<file path="config.mk">
export PLATFORM = sky130hd
export DESIGN_NAME = i2c_target_ctrl
export DESIGN_NICKNAME = d
export VERILOG_FILES = /design/src/rtl/i2c_tgt_pkg.sv /design/src/rtl/i2c_line_sync.sv /design/src/rtl/i2c_byte_ring.sv /design/src/rtl/i2c_target_ctrl.sv
export SDC_FILE = /design/constraint.sdc
export NUM_CORES = 1
export LEC_CHECK = 0
export ABC_AREA = 1
export BUFFER_PORTS_ARGS = -buffer_cell sky130_fd_sc_hd__buf_4
export CAP_MARGIN = 5
export CORE_ASPECT_RATIO = 1.1
export CORE_MARGIN = 2
export CORE_UTILIZATION = 54
export DETAILED_ROUTE_END_ITERATION = 8
export PLACE_DENSITY = 0.76
export SLEW_MARGIN = 20
export SYNTH_ARGS = -nofsm -noshare
export SYNTH_HDL_FRONTEND = slang
export SYNTH_SLANG_ARGS = --single-unit
</file>
<file path="constraint.sdc">
create_clock -name clk -period 2.1 [get_ports clk]
set_input_delay 0.105 -clock clk [delete_from_list [all_inputs] [get_ports clk]]
set_output_delay 0.105 -clock clk [all_outputs]
set_load 0.05 [all_outputs]
</file>
<file path="src/rtl/i2c_tgt_pkg.sv">
package i2c_tgt_pkg;

    localparam int BYTE_W = 8;
    localparam int EDGE_W = 4;

    typedef enum logic [2:0] {
        P_CHK_ADDR  = 3'd0,
        P_SEND      = 3'd1,
        P_REQ_REPLY = 3'd2,
        P_CHK_REPLY = 3'd3,
        P_REQ_DATA  = 3'd4,
        P_GET_DATA  = 3'd5
    } proto_e;

    typedef enum logic [1:0] {
        L_IDLE   = 2'd0,
        L_START  = 2'd1,
        L_ACTIVE = 2'd2
    } link_e;

endpackage

</file>
<file path="src/rtl/i2c_line_sync.sv">
module i2c_line_sync #(
    parameter int STAGES = 2
) (
    input  logic clk,
    input  logic rst_n,
    input  logic scl_i,
    input  logic sda_i,
    output logic scl_o,
    output logic sda_o,
    output logic scl_rise_o,
    output logic scl_fall_o,
    output logic start_o,
    output logic stop_o
);

    typedef struct packed {
        logic [STAGES-1:0] scl_chain;
        logic [STAGES-1:0] sda_chain;
        logic              scl_prev;
        logic              sda_prev;
    } sync_t;

    sync_t q, d;

    always_comb begin
        d = q;
        d.scl_chain[0] = scl_i;
        d.sda_chain[0] = sda_i;
        for (int i = 1; i < STAGES; i++) begin
            d.scl_chain[i] = q.scl_chain[i-1];
            d.sda_chain[i] = q.sda_chain[i-1];
        end
        d.scl_prev = q.scl_chain[STAGES-1];
        d.sda_prev = q.sda_chain[STAGES-1];
    end

    always_ff @(posedge clk or negedge rst_n) begin
        if (!rst_n) q <= '1;
        else        q <= d;
    end

    assign scl_o      = q.scl_chain[STAGES-1];
    assign sda_o      = q.sda_chain[STAGES-1];
    assign scl_rise_o = scl_o & ~q.scl_prev;
    assign scl_fall_o = ~scl_o & q.scl_prev;
    assign start_o    = scl_o & q.scl_prev & q.sda_prev & ~sda_o;
    assign stop_o     = scl_o & q.scl_prev & ~q.sda_prev & sda_o;

endmodule

</file>
<file path="src/rtl/i2c_byte_ring.sv">
module i2c_byte_ring #(
    parameter int WIDTH = 8,
    parameter int DEPTH = 4
) (
    input  logic                     clk,
    input  logic                     rst_n,
    input  logic                     push_i,
    input  logic [WIDTH-1:0]         push_data_i,
    input  logic                     pop_i,
    output logic [WIDTH-1:0]         head_data_o,
    output logic                     empty_o,
    output logic                     full_o,
    output logic [$clog2(DEPTH)-1:0] level_o
);

    localparam int PW = $clog2(DEPTH);

    typedef struct packed {
        logic [PW-1:0] head;
        logic [PW-1:0] tail;
    } ptr_t;

    ptr_t q, d;
    logic [WIDTH-1:0] mem_q [DEPTH];
    logic push_ok, pop_ok;

    assign empty_o = (q.head == q.tail);
    assign full_o  = ((q.head + PW'(1)) == q.tail);
    assign level_o = q.head - q.tail;
    assign head_data_o = mem_q[q.tail];
    assign push_ok = push_i & ~full_o;
    assign pop_ok  = pop_i & ~empty_o;

    always_comb begin
        d = q;
        if (push_ok) d.head = q.head + PW'(1);
        if (pop_ok)  d.tail = q.tail + PW'(1);
    end

    always_ff @(posedge clk or negedge rst_n) begin
        if (!rst_n) q <= '0;
        else        q <= d;
    end

    always_ff @(posedge clk) begin
        if (push_ok) mem_q[q.head] <= push_data_i;
    end

    AST_FULL_DROPS: assert property (@(posedge clk) disable iff (!rst_n)
        (push_i && full_o && !pop_i) |=> $stable(level_o));
    AST_EMPTY_POP_IGNORED: assert property (@(posedge clk) disable iff (!rst_n)
        (pop_i && empty_o && !push_i) |=> (level_o == '0));
    AST_PUSH_STEPS_LEVEL: assert property (@(posedge clk) disable iff (!rst_n)
        (push_i && !full_o && !pop_i) |=> (level_o == $past(level_o) + PW'(1)));

endmodule

</file>
<file path="src/rtl/i2c_target_ctrl.sv">
module i2c_target_ctrl #(
    parameter int FIFO_DEPTH  = 4,
    parameter int STRETCH_CYC = 6,
    parameter int SYNC_STAGES = 2
) (
    input  logic                          clk,
    input  logic                          rst_n,
    input  logic [6:0]                    own_addr,
    input  logic                          scl_i,
    input  logic                          sda_i,
    output logic                          scl_oe,
    output logic                          sda_oe,
    output logic [7:0]                    rx_data,
    output logic                          rx_valid,
    input  logic                          rx_ready,
    output logic [$clog2(FIFO_DEPTH)-1:0] rx_level,
    input  logic [7:0]                    tx_data,
    input  logic                          tx_valid,
    output logic                          tx_ready,
    output logic [$clog2(FIFO_DEPTH)-1:0] tx_level
);
    import i2c_tgt_pkg::*;

    localparam int HOLD_W = $clog2(STRETCH_CYC + 1);
    localparam logic [HOLD_W-1:0] HOLD_INIT = HOLD_W'(STRETCH_CYC);
    localparam logic [EDGE_W-1:0] CNT_LAST  = '1;
    localparam logic [EDGE_W-1:0] CNT_ACK   = CNT_LAST - EDGE_W'(1);

    typedef struct packed {
        link_e              link;
        proto_e             proto;
        logic [EDGE_W-1:0]  cnt;
        logic [BYTE_W-1:0]  shreg;
        logic               out_bit;
        logic               drive;
        logic [HOLD_W-1:0]  hold;
    } ctl_t;

    ctl_t q, d;

    logic scl_s, sda_s, scl_rise, scl_fall, start_det, stop_det;
    logic rx_push, rx_empty, rx_full;
    logic tx_pop, tx_empty, tx_full;
    logic [7:0] tx_head;
    logic addr_hit, load_next;

    i2c_line_sync #(.STAGES(SYNC_STAGES)) sync_i (
        .clk(clk), .rst_n(rst_n), .scl_i(scl_i), .sda_i(sda_i),
        .scl_o(scl_s), .sda_o(sda_s), .scl_rise_o(scl_rise),
        .scl_fall_o(scl_fall), .start_o(start_det), .stop_o(stop_det)
    );

    i2c_byte_ring #(.WIDTH(BYTE_W), .DEPTH(FIFO_DEPTH)) rx_ring_i (
        .clk(clk), .rst_n(rst_n), .push_i(rx_push), .push_data_i(q.shreg),
        .pop_i(rx_ready), .head_data_o(rx_data), .empty_o(rx_empty),
        .full_o(rx_full), .level_o(rx_level)
    );

    i2c_byte_ring #(.WIDTH(BYTE_W), .DEPTH(FIFO_DEPTH)) tx_ring_i (
        .clk(clk), .rst_n(rst_n), .push_i(tx_valid), .push_data_i(tx_data),
        .pop_i(tx_pop), .head_data_o(tx_head), .empty_o(tx_empty),
        .full_o(tx_full), .level_o(tx_level)
    );

    assign rx_valid  = ~rx_empty;
    assign tx_ready  = ~tx_full;
    assign addr_hit  = (q.shreg == '0) || (q.shreg[7:1] == own_addr);
    assign load_next = (q.proto == P_SEND) ||
                       ((q.proto == P_CHK_REPLY) && (q.shreg == '0));

    always_comb begin
        d       = q;
        tx_pop  = 1'b0;
        rx_push = 1'b0;
        if (q.hold != '0) d.hold = q.hold - HOLD_W'(1);
        if (start_det) begin
            d.link    = L_START;
            d.drive   = 1'b0;
            d.out_bit = 1'b1;
        end else if (stop_det) begin
            d.link    = L_IDLE;
            d.drive   = 1'b0;
            d.out_bit = 1'b1;
        end else begin
            unique case (q.link)
                L_START: begin
                    if (scl_fall) begin
                        d.link    = L_ACTIVE;
                        d.proto   = P_CHK_ADDR;
                        d.cnt     = '0;
                        d.shreg   = '0;
                        d.drive   = 1'b0;
                        d.out_bit = 1'b1;
                        d.hold    = HOLD_INIT;
                    end
                end
                L_ACTIVE: begin
                    if (scl_rise) begin
                        d.shreg = {q.shreg[BYTE_W-2:0], sda_s};
                        d.cnt   = q.cnt + EDGE_W'(1);
                    end else if (scl_fall && (q.cnt != CNT_LAST)) begin
                        d.cnt     = q.cnt + EDGE_W'(1);
                        d.out_bit = q.shreg[BYTE_W-1];
                    end else if (scl_fall) begin
                        d.hold = HOLD_INIT;
                        unique case (q.proto)
                            P_CHK_ADDR: begin
                                if (addr_hit) begin
                                    d.proto   = q.shreg[0] ? P_SEND : P_REQ_DATA;
                                    d.shreg   = '0;
                                    d.out_bit = 1'b0;
                                    d.drive   = 1'b1;
                                    d.cnt     = CNT_ACK;
                                end else begin
                                    d.link    = L_IDLE;
                                    d.drive   = 1'b0;
                                    d.out_bit = 1'b1;
                                end
                            end
                            P_SEND, P_CHK_REPLY: begin
                                if (load_next && !tx_empty) begin
                                    tx_pop    = 1'b1;
                                    d.shreg   = tx_head;
                                    d.out_bit = tx_head[BYTE_W-1];
                                    d.drive   = 1'b1;
                                    d.cnt     = '0;
                                    d.proto   = P_REQ_REPLY;
                                end else begin
                                    d.link    = L_IDLE;
                                    d.drive   = 1'b0;
                                    d.out_bit = 1'b1;
                                end
                            end
                            P_REQ_REPLY: begin
                                d.proto   = P_CHK_REPLY;
                                d.drive   = 1'b0;
                                d.out_bit = 1'b1;
                                d.shreg   = '0;
                                d.cnt     = CNT_ACK;
                            end
                            P_REQ_DATA: begin
                                d.proto   = P_GET_DATA;
                                d.drive   = 1'b0;
                                d.out_bit = 1'b1;
                                d.cnt     = '0;
                            end
                            P_GET_DATA: begin
                                rx_push   = ~rx_full;
                                d.proto   = P_REQ_DATA;
                                d.shreg   = '0;
                                d.out_bit = 1'b0;
                                d.drive   = 1'b1;
                                d.cnt     = CNT_ACK;
                            end
                            default: begin
                                d.link  = L_IDLE;
                                d.drive = 1'b0;
                            end
                        endcase
                    end
                end
                default: ;
            endcase
        end
    end

    always_ff @(posedge clk or negedge rst_n) begin
        if (!rst_n) begin
            q         <= '0;
            q.link    <= L_IDLE;
            q.proto   <= P_CHK_ADDR;
            q.out_bit <= 1'b1;
        end else begin
            q <= d;
        end
    end

    assign scl_oe = (q.hold != '0);
    assign sda_oe = q.drive & ~q.out_bit;

    logic [HOLD_W:0] hold_run_q;
    always_ff @(posedge clk or negedge rst_n) begin
        if (!rst_n)      hold_run_q <= '0;
        else if (scl_oe) hold_run_q <= hold_run_q + 1'b1;
        else             hold_run_q <= '0;
    end

    AST_STRETCH_NOT_LONG: assert property (@(posedge clk) disable iff (!rst_n)
        scl_oe |-> (hold_run_q < (HOLD_W+1)'(STRETCH_CYC)));
    AST_STRETCH_FULL_LEN: assert property (@(posedge clk) disable iff (!rst_n)
        (!scl_oe && (hold_run_q != '0)) |-> (hold_run_q == (HOLD_W+1)'(STRETCH_CYC)));
    AST_SDA_STILL_SCL_HIGH: assert property (@(posedge clk) disable iff (!rst_n)
        (scl_s && $past(scl_s)) |-> $stable(sda_oe));
    AST_IDLE_NO_SDA: assert property (@(posedge clk) disable iff (!rst_n)
        (q.link == L_IDLE) |-> !sda_oe);
    AST_POP_ONLY_ON_WRAP: assert property (@(posedge clk) disable iff (!rst_n)
        tx_pop |-> (scl_fall && q.cnt == CNT_LAST));

endmodule

</file>
==> results of run 1 <==
## routing by layer
layer | global-route usage | routed length (um)
met1 | 0.274 | 4370
met2 | 0.374 | 5180
met3 | 0.0297 | 386
met4 | 0.0612 | 172
met5 | 0 | 0
## worst max-delay path: stages, from the launching register on
cell     delay, ns
dfrtp_1       0.40
inv_1         0.11
ha_1          0.37
a21oi_1       0.12
o21ai_4       0.07
nand2_1       0.15
nor2_1        0.54
## cell type report
cell class,count,share of cell area
clock inverters,7,0.0106
flip-flops and latches,100,0.489
repair buffers,68,0.0929
clock buffers,9,0.0214
well taps,114,0.0246
multi-input cells,336,0.322
inverters,61,0.0402
## final timing paths
path	from	end	slack (ns)	cells past startpoint
min in group asynchronous	rst_n	q[12]	0.23	2
min reg2reg	sync_i.d[3]	sync_i.sda_o	0.36	0
max	tx_ring_i.q[2]	tx_ring_i.mem_q[0][3]	-0.01	6
max reg2reg	tx_ring_i.q[2]	tx_ring_i.mem_q[0][3]	-0.01	6
max in group asynchronous	rst_n	sync_i.q[0]	1.50	2
min	rx_ready	rx_ring_i.q[0]	0.02	3
## metrics by stage
| stage | hold slack [ns] | utilization | setup slack, ns | instance area, sq um | instances |
|---|---|---|---|---|---|
| finish | 0.0203 | 0.650 | -0.0108 | 5790 | 695 |
| global route | 0.0605 | 0.650 | -0.189 | 5790 | 695 |
| CTS | 0.0167 | 0.648 | 0.0217 | 5780 | 695 |
| detailed placement | 0.104 | 0.615 | 0.0313 | 5480 | 668 |
| global placement | 0.0993 | 0.615 | 0.0908 | 5480 | 668 |
| floorplan | -0.191 | - | -0.0515 | 4980 | 509 |
## kinds of logic (layout without fill, tap and decap cells)
family / after synthesis / in the layout / synth area share
XOR/XNOR: 15 / 15 / 0.0265
adder cells (fa/ha/maj): 18 / 18 / 0.0454
buffers and inverters: 73 / 145 / 0.0590
AND/OR/NAND/NOR: 217 / 217 / 0.194
flip-flops: 100 / 100 / 0.571
AO/OA/AOI/OAI: 86 / 86 / 0.104
## power by group through the flow
stage	clock, mW	combinational [mW]	sequential (mW)
2_1_floorplan	0	0.413	2.22
3_3_place_gp	0	0.560	2.22
3_5_place_dp	0	0.580	2.22
4_1_cts	1.15	0.604	2.18
5_1_grt	1.24	0.672	2.19
6_report	1.13	0.600	2.18
## cells in the final DEF (no fill, tap or decap), types with 11 or more instances in the layout
cell,synthesis,layout
buf_4,2,57
o22ai_1,15,15
dlygate4sd3_1,0,11
xor2_1,14,14
ha_1,18,18
dfrtp_1,29,29
nand3_1,32,32
nand2_1,91,91
o21ai_0,38,37
nor2_1,65,63
inv_1,53,52
edfxtp_1,64,64
## cells in the mapped netlist (4+ instances only)
cell / number
nand2_1: 91
nor2_1: 65
o21ai_0: 38
nand2_2: 5
edfxtp_1: 64
o21ai_1: 6
o22ai_1: 15
ha_1: 18
nand3_1: 32
a21oi_1: 8
nor3_1: 5
xor2_1: 14
dfrtp_1: 29
o21ai_2: 5
clkbuf_1: 6
nor2_2: 6
a22oi_1: 5
dfstp_2: 7
inv_2: 8
inv_1: 53
nor2_4: 4
## timing repair
action                     4_1_cts  5_1_grt
hold endpoints to repair        63        0
buffers inserted                 0        0
setup endpoints to repair        0       50
gates resized for setup          0        4
hold buffers                    11        0
## sequential cells by signal, indices dropped and copies added (netlist names)
register and cells:
rx_ring_i.q 4, sync_i.scl_o 1, tx_ring_i.mem_q 32, sync_i.sda_o 1, sync_i.q 2, rx_ring_i.mem_q 32
q 22, tx_ring_i.q 4, sync_i.d 2
==> flow_summary.yaml, run 1 <==
synth:
  synth_seq_cells: 100
  synth_nets: 548
  syn_area_sq_um: 4960
  synthArstFlopShare: 0.360
  synthTopCellsByArea: "edfxtp_1, dfrtp_1, nand2_1"
  syn_inst: 509
  synth_cell_type_count: 37
  seq_area_frac_synth: 0.571
  yosys.area.top_type: "edfxtp_1"
  yosysWarnings: 0
  post-synth-top-area-fraction: 0.387
  synth_ff_type: "edfxtp_1"
  syn_area_per_cell_sq_um: 9.75
  synth_edf_count: 64
flow_run:
  max_cap_viol_count: 0
pwr:
  comb_power_share: 0.153
  peakVddDrop_uv: 439
  power_leakage_nw: 2.59
  p_int_mw: 2.82
  p_total_mw: 3.91
  pwr-share-seq: 0.557
  power_frac_clock: 0.290
  switching_power_mw: 1.09
  power.density_nw_per_um2: 675
  sw_frac_of_total: 0.280
floorplan:
  dieArea_sq_um: 9970
  io_pins: 37
  dieWidth_um: 95.4
  die_h_um: 105
  start_util: 0.556
  core_area_sq_um: 8920
  rows: 36
clock_network:
  clkSinkCount: 100
  insertion_delay_ns: 0.37
  cts_tree: "built"
  htreeDepth: 3
  clk_pin_slew_ns: 0.10
  cts_made_buffers: 9
  clock-root-buffer: "clkbuf_8"
  clock_path_buffers: 2
drt:
  dr.pass1.iters: 6
  drt-total-wl_um: 10100
  drtIter0Drc: 206
  via_count: 3661
  wl_per_cell_um: 14.6
  drtAntennaViolNets: 0
  viasPerCell: 5.27
  route.detailed.drc: 0
finish:
  seqCellArea_sq_um: 2830
  drive_gt1_frac: 0.208
  fillers: 716
  areaGrowthSynthToFinish_pct: 16.8
  diodes: 0
  nets: 615
  multi_input_area_sq_um: 1860
timing:
  final.setup.worst_slack_ns: -0.0108
  slew_headroom: 0.564
  finalClockSkew_ns: 0.0195
  fin_crit_sh: 1.01
  slew_viol_final: 0
  layout_min_cycle_time_ns: 2.11
  hold_violations: 0
  tightest_slew_ns: 0.651
  final-setup-viol-count: 9
  rsz0062_at_grt: "yes"
  fmax_ghz: 0.474
  tns_ns: -0.0811
global_routing:
  grt_use_total: 0.214
  antenna_found_initial: 0
  grt_pass1_vias: 3597
  grt_max_degree: 37
  grt_pass1_wl_um: 16600
  grt-ovfl-total: 0
worst_setup_path:
  path_class: "reg2reg"
  worstPathArrival_ns: 2.11
  worstSetupEndpointType: "register"
  startpoint_type: "register"
  crit_fanout: 8
  critPathRequiredTime_ns: 2.10
place:
  portBuffers: 36
  hpwl_um: 7340
  gp_congestion: 0.962
run_status:
  status: "complete, but fails checks"
  violations: "negative setup slack"
worst_hold_path:
  hold_class: "in2reg"
No activity file was read; power rests on OpenSTA's default activity.
==> run 2: changes to the inputs <==
Settings changed: CORE_ASPECT_RATIO 1.1 to unset.
==> flow_summary.yaml, run 2 (synthesis results as in run 1) <==
finish:
  areaGrowthSynthToFinish_pct: 17.6
  fillers: 691
  seqCellArea_sq_um: 2830
  final_cell_mix: "nand2_1, edfxtp_1, buf_4"
  drive_gt1_frac: 0.220
  nets: 621
  multi_input_area_sq_um: 1860
  top_regs: "rx_ring_i.mem_q: 32 flops, tx_ring_i.mem_q: 32 flops, q: 22 flops"
  post-route-util: 0.662
  final_common_cell: "nand2_1"
  diodes: 0
  design_area_sq_um: 5830
clock_network:
  clock-root-buffer: "clkbuf_8"
  cts_made_buffers: 9
  clock_path_buffers: 2
  insertion_delay_ns: 0.37
  cts_tree: "built"
  clkSinkCount: 100
  clk_pin_slew_ns: 0.10
  htreeDepth: 3
timing:
  final-setup-viol-count: 0
  slew_viol_final: 0
  rsz0062_at_grt: "yes"
  tightest_slew_ns: 0.489
  hold_violations: 0
  slew_headroom: 0.674
  finalClockSkew_ns: 0.0127
  fmax_ghz: 0.483
  layout_min_cycle_time_ns: 2.07
  fin_crit_sh: 0.985
worst_setup_path:
  critPathSlowestCell: "dfstp_2"
  cp_top_family: "simple AND/OR/NAND/NOR gates"
  path_class: "reg2reg"
  worstSetupEndpointType: "register"
  critPathBufInv: 3
  crit_top_cell: "nor2_4"
  worstPathArrival_ns: 2.11
  critPathRequiredTime_ns: 2.14
  startpoint_type: "register"
  worst-r2r-cell-count: 9
  critical_path.cell_chain: "inv_1 -> ha_1 -> nor2_4 -> inv_2 -> nor2_4 -> inv_2 -> nor2_4 -> o211ai_4 -> nor2_2"
  slowest_delay_ns: 0.55
  crit_fanout: 8
  cp.depth: 9
global_routing:
  groute.layer.met3.usage: 0.0334
  grt_use_total: 0.223
  antenna_found_initial: 0
  grt_pass1_wl_um: 17300
  busiest_layer: "met2"
  met2_usage: 0.369
  grt-ovfl-total: 0
  grt_pass1_vias: 3671
  grt_max_degree: 37
  met1_usage: 0.298
worst_hold_path:
  hold_class: "in2async"
floorplan:
  start_util: 0.563
  rows: 34
  dieWidth_um: 99.9
  die_h_um: 99.9
  core_area_sq_um: 8810
  dieArea_sq_um: 9970
  io_pins: 37
place:
  portBuffers: 36
  place_area_sq_um: 5490
  gp_congestion: 0.934
  hpwl_um: 7370
run_status:
  status: "finished clean"
pwr:
  peakVddDrop_uv: 430
  power.density_nw_per_um2: 671
  power_leakage_nw: 2.62
drt:
  drtIter0Drc: 138
  wl_per_cell_um: 14.5
  dr.pass1.iters: 5
  drt-total-wl_um: 10100
  viasPerCell: 5.33
  drtAntennaViolNets: 0
  via_count: 3703
  route.detailed.drc: 0
flow_run:
  max_cap_viol_count: 0
[run 2: what timing repair did]
| action | in CTS | in global routing |
|---|---|---|
| hold buffers | 12 | 0 |
| gates resized for setup | 0 | 6 |
| endpoints found under the hold margin | 64 | 0 |
| buffers inserted | 0 | 3 |
| setup endpoints to repair | 0 | 54 |
[run 2: where the power goes]
part	total (mW)	switching (mW)	internal, mW
clock	1.15	0.690	0.456
sequential	2.18	0.0277	2.15
combinational	0.589	0.374	0.215
total	3.91	1.09	2.82
[run 2: final timing paths]
path	startpoint	slack (ns)	to
worst max-delay path	sync_i.q[1]	0.03	rx_ring_i.mem_q[0][1]
worst min-delay path	rst_n	0.22	q[6]
worst max register to register	sync_i.q[1]	0.03	rx_ring_i.mem_q[0][1]
worst min register to register	sync_i.d[3]	0.36	sync_i.sda_o
max in group asynchronous	rst_n	1.50	sync_i.sda_o
min in group clk	tx_valid	0.32	tx_ring_i.q[2]
[run 2: through the flow]
step	worst slack, ns	cells	total power [mW]	hold slack, ns	TNS [ns]
final	0.0306	695	3.91	0.222	0
after global routing	-0.126	695	4.12	0.248	-1.91
after CTS	0.00671	692	3.95	0.213	0
after detailed placement	0.0221	664	2.80	0.0986	0
after global placement	0.0912	664	2.78	0.0940	0
after floorplan	-0.0515	509	2.63	-0.191	-2.45
[run 2: area by class of cell]
type | instances | share of cell area
flip-flops and latches | 100 | 0.486
multi-input cells | 336 | 0.319
repair buffers | 74 | 0.100
inverters | 61 | 0.0399
well taps | 108 | 0.0232
clock buffers | 10 | 0.0219
clock inverters | 6 | 0.00965
[run 2: worst reg2reg max path: stages (launching register included)]
cell      delay (ns)
dfstp_2         0.55
inv_1           0.05
ha_1            0.21
nor2_4          0.12
inv_2           0.05
nor2_4          0.08
inv_2           0.06
nor2_4          0.14
o211ai_4        0.13
nor2_2          0.35
[run 2: layer usage]
layer	part of all wire	vias up
li1	-	1852
met1	0.45	1729
met3	0.041	21
met2	0.48	101
met5	0	-
met4	0.022	0
